### src/rtl/uart_sleep_ctrl.sv
module uart_sleep_ctrl #(
  parameter int NMODEM = 4,
  parameter int NIRQ = 6,
  parameter logic [NIRQ-1:0] ALLOW_MASK = 6'b000011,
  parameter int WAKE_HOLD = 4
) (
  input  logic              clk,
  input  logic              rst_n,
  input  logic              enh_en,
  input  logic              slp_en,
  input  logic              rx_idle,
  input  logic              tx_fifo_empty,
  input  logic              tx_shift_empty,
  input  logic              rx_fifo_empty,
  input  logic [NIRQ-1:0]   irq_pend,
  input  logic [NMODEM-1:0] modem_in,
  input  logic              rx_line,
  input  logic              tx_wr,
  input  logic              dl_wr,
  output logic              clk_en,
  output logic              asleep,
  output logic              proto_err
);
  localparam int HW = $clog2(WAKE_HOLD + 2);

  logic              asleep_q;
  logic              cap_rx;
  logic [NMODEM-1:0] cap_modem;
  logic [HW-1:0]     hold_q;
  logic              err_q;

  wire en_ok     = enh_en & slp_en;
  wire quiet     = rx_idle & tx_fifo_empty & tx_shift_empty & rx_fifo_empty & ~tx_wr;
  wire irq_ok    = ~|(irq_pend & ~ALLOW_MASK);
  wire may_enter = en_ok & quiet & irq_ok & (hold_q == '0);
  wire wake      = (rx_line != cap_rx) | (modem_in != cap_modem) | tx_wr | ~en_ok;

  always_ff @(posedge clk) begin
    if (!rst_n) begin
      asleep_q  <= 1'b0;
      cap_rx    <= 1'b1;
      cap_modem <= '0;
      hold_q    <= '0;
      err_q     <= 1'b0;
    end else begin
      if (asleep_q) begin
        if (dl_wr) err_q <= 1'b1;
        if (wake) begin
          asleep_q <= 1'b0;
          hold_q   <= HW'(WAKE_HOLD);
        end
      end else if (hold_q != '0) begin
        hold_q <= hold_q - 1'b1;
      end else if (may_enter) begin
        asleep_q  <= 1'b1;
        cap_rx    <= rx_line;
        cap_modem <= modem_in;
      end
    end
  end

  assign asleep    = asleep_q;
  assign clk_en    = ~asleep_q;
  assign proto_err = err_q;
endmodule


### config.mk
export PLATFORM = sky130hd
export DESIGN_NAME = uart_sleep_ctrl
export DESIGN_NICKNAME = d
export VERILOG_FILES = /design/src/rtl/uart_sleep_ctrl.sv
export SDC_FILE = /design/constraint.sdc
export NUM_CORES = 1
export LEC_CHECK = 0
export CORE_UTILIZATION = 40
export CTS_CLUSTER_SIZE = 40
export DETAILED_ROUTE_END_ITERATION = 12
export GPL_TIMING_DRIVEN = 1
export PLACE_DENSITY = 0.82
export REMOVE_ABC_BUFFERS = 1
export SETUP_SLACK_MARGIN = 0.2
export SLEW_MARGIN = 20
export SYNTH_ARGS = -nofsm -noshare
export SYNTH_HDL_FRONTEND = slang
export SYNTH_SLANG_ARGS = --single-unit
### constraint.sdc
create_clock -name clk -period 1.85 [get_ports clk]
set_input_delay 0.185 -clock clk [delete_from_list [all_inputs] [get_ports clk]]
set_output_delay 0.185 -clock clk [all_outputs]
set_load 0.01 [all_outputs]
==> impl_metrics.json <==
{
  "cts-root-buf": "clkbuf_4",
  "die_area_sq_um": 1568,
  "finalSetupViolCount": 0,
  "drc": 0,
  "drt-total-wl_um": 1166,
  "core_sq_um": 1301,
  "synth.area.top_cells": "dfxtp_1 35%, mux2i_1 12%, nor2b_1 6.6%, xor2_1 4.6%, and4bb_2 4.4%",
  "ys_warn_count": 0,
  "synthFlopType": "dfxtp_1",
  "drv_cap": 0,
  "cts_sinks": 10,
  "yosysMostFrequentCell": "dfxtp_1",
  "p_per_area_nw_per_um2": 847.1,
  "cts_resized": 0,
  "drive_gt1_share_pct": 15.00,
  "io_buffers": 21,
  "vdd_drop_max_uv": 491.5,
  "p_switching_uw": 201.6,
  "grt_pass1_vias": 492,
  "design_area_sq_um": 827.0,
  "synth_compound_area_share_pct": 7.522,
  "clkTransAtPathRegs_ps": 70,
  "power_frac_comb_pct": 34.5,
  "start_util_pct": 43.46,
  "final_hold_viol_count": 0,
  "startpoint_type": "flip-flop",
  "syn_to_final_growth_pct": 46.24,
  "rows": 13,
  "slew_violations": 0,
  "seq_power_share_pct": 37.3,
  "syn_avg_cell_area_sq_um": 10.10,
  "dp_hpwl_um": 897.8,
  "seq_area_frac_synth_pct": 35.40,
  "diodes": 0,
  "first_pass_iters": 2,
  "cp-end-kind": "output port",
  "die_height_um": 39.60,
  "vias_per_cell": 4.905,
  "initialDrtViolationCount": 1,
  "slew_headroom_pct": 73.13,
  "intPower_uw": 499.0,
  "grt-ovfl-total": 0,
  "finalCritPeriodShare_pct": 83.57,
  "cts_made_buffers": 3,
  "max_stage_delay_ps": 600,
  "fin_crit_ps": 1546,
  "synth-edff-count": 0,
  "worst_pin_slew_ps": 401.8,
  "synth_fa_ha_area_share_pct": 4.425,
  "cts_hold_buffers": 0,
  "switching_share_pct": 28.77,
  "drtAntennaViolNets": 0,
  "worst_path_dominant_cell_family": "buffers and inverters",
  "p_clk_share_pct": 28.1,
  "ys_ff_latch": 10,
  "vias": 466,
  "antenna_found_initial": 0,
  "synthMuxAreaShare_pct": 12.39,
  "final_core_util_pct": 63.56,
  "post_cts_buffers": 0,
  "grt_max_degree": 14,
  "dieWidth_um": 39.60,
  "hold_path_class": "reg -> reg",
  "rsz0062_at_grt": "no",
  "finClkSkew_ps": 0.3613,
  "path_class": "reg -> out",
  "max_freq_mhz": 646.8,
  "arrival_ps": 1360,
  "status": "complete, no violations",
  "cp_slowest_cell": "clkdlybuf4s50_1",
  "yosys.area.top_type": "dfxtp_1",
  "worstPathCellList": "clkdlybuf4s50_1",
  "io_pins": 24,
  "syn-instance-count": 56,
  "synthArstFlopShare_pct": 0,
  "dpl_cell_area_sq_um": 790.8,
  "fin_nets": 104,
  "synth.distinct_cells": 21,
  "grt_pass1_wl_um": 1794,
  "cp_num_buf_inv": 1,
  "path_max_fanout": 7,
  "cts_tree": "built",
  "synth-xor-area-share_pct": 7.743,
  "cellLeakagePower_uw": 0.0003534,
  "cts_max_level": 1,
  "cp_data_required_time_ps": 1660,
  "fin_tns_setup_ps": 0,
  "grt_use_total_pct": 17.26,
  "syn_area_sq_um": 565.5,
  "yosys.area_share.simple_pct": 29.87,
  "yosys-top-cells-count": "10 x dfxtp_1, 7 x mux2i_1, 6 x nand2_1, 6 x nor2b_1",
  "synth_top_family_by_area": "simple AND/OR/NAND/NOR gates",
  "gp_congestion": 0.7473,
  "worstSkewPairLatency_ps": 260,
  "cts_buffer_depth": 2,
  "wl_per_cell_um": 12.27,
  "netlist.area_leader.share_pct": 35.40
}
[through the flow]
stage	hold WS (ps)	worst slack [ps]	instances	power (uW)
finish	467.4	303.9	95	700.6
global route	481.0	238.2	95	742.0
CTS	466.8	297.5	95	707.3
detailed placement	456.1	302.0	91	511.3
global placement	444.7	319.9	91	500.7
floorplan	246.9	568.5	55	439.8
[metal layers]
layer | GRT usage [%] | share of wire [%]
met5 | 0 | 0
met4 | 7.759 | 0.51
met3 | 1.705 | 7.4
met2 | 34.02 | 51
met1 | 17.59 | 41
[cells by family after synthesis]
logic type,count (synthesis)
DFF,10
and+or+nand+nor,22
buffers and inverters,4
adders and majority gates,2
AOI/OAI and AO/OA,6
muxes,7
xor gates and xnor gates,5
[final cells by class]
type                       count  area [sq um]
fill                         121         474.2
clock buffer                   4         36.28
inverter                       3         11.26
tap                           15         18.77
sequential                    10         200.2
timing repair buffer          21         210.2
multi-input combinational     42         350.3
[power groups by stage]
| stage | sequential (uW) | clock (uW) | combinational [uW] |
|---|---|---|---|
| 2_1_floorplan | 263 | 0 | 177 |
| 3_3_place_gp | 265 | 0 | 236 |
| 3_5_place_dp | 267 | 0 | 245 |
| 4_1_cts | 262 | 199 | 246 |
| 5_1_grt | 265 | 209 | 268 |
| 6_report | 261 | 197 | 242 |
[registers in the layout, summed over array words and instances (netlist names)]
name and flops:
cap_rx 1, asleep 1, hold_q 3, cap_modem 4
proto_err 1
[path summary, 6_finish.rpt]
kind	startpoint	to	slack (ps)	cells past startpoint
max	asleep$_SDFF_PN0_	asleep	300	1
min	hold_q[0]$_SDFFE_PN0P_	hold_q[0]$_SDFFE_PN0P_	470	2
min reg2reg	hold_q[0]$_SDFFE_PN0P_	hold_q[0]$_SDFFE_PN0P_	470	2
max reg2reg	hold_q[0]$_SDFFE_PN0P_	cap_rx$_SDFFE_PN1P_	430	6
[layout by cell type (no fill, tap or decap), types with 2 or more instances in the layout]
master,instances
xor2_1,3
nor2_1,2
xnor2_1,2
mux2i_1,7
inv_1,3
a21oi_1,2
dfxtp_1,10
nor2b_1,6
clkdlybuf4s50_1,21
nand2_1,6
clkbuf_4,3
and4bb_2,2
a21boi_0,2
ha_1,2
(Power assumes the default switching activity.)
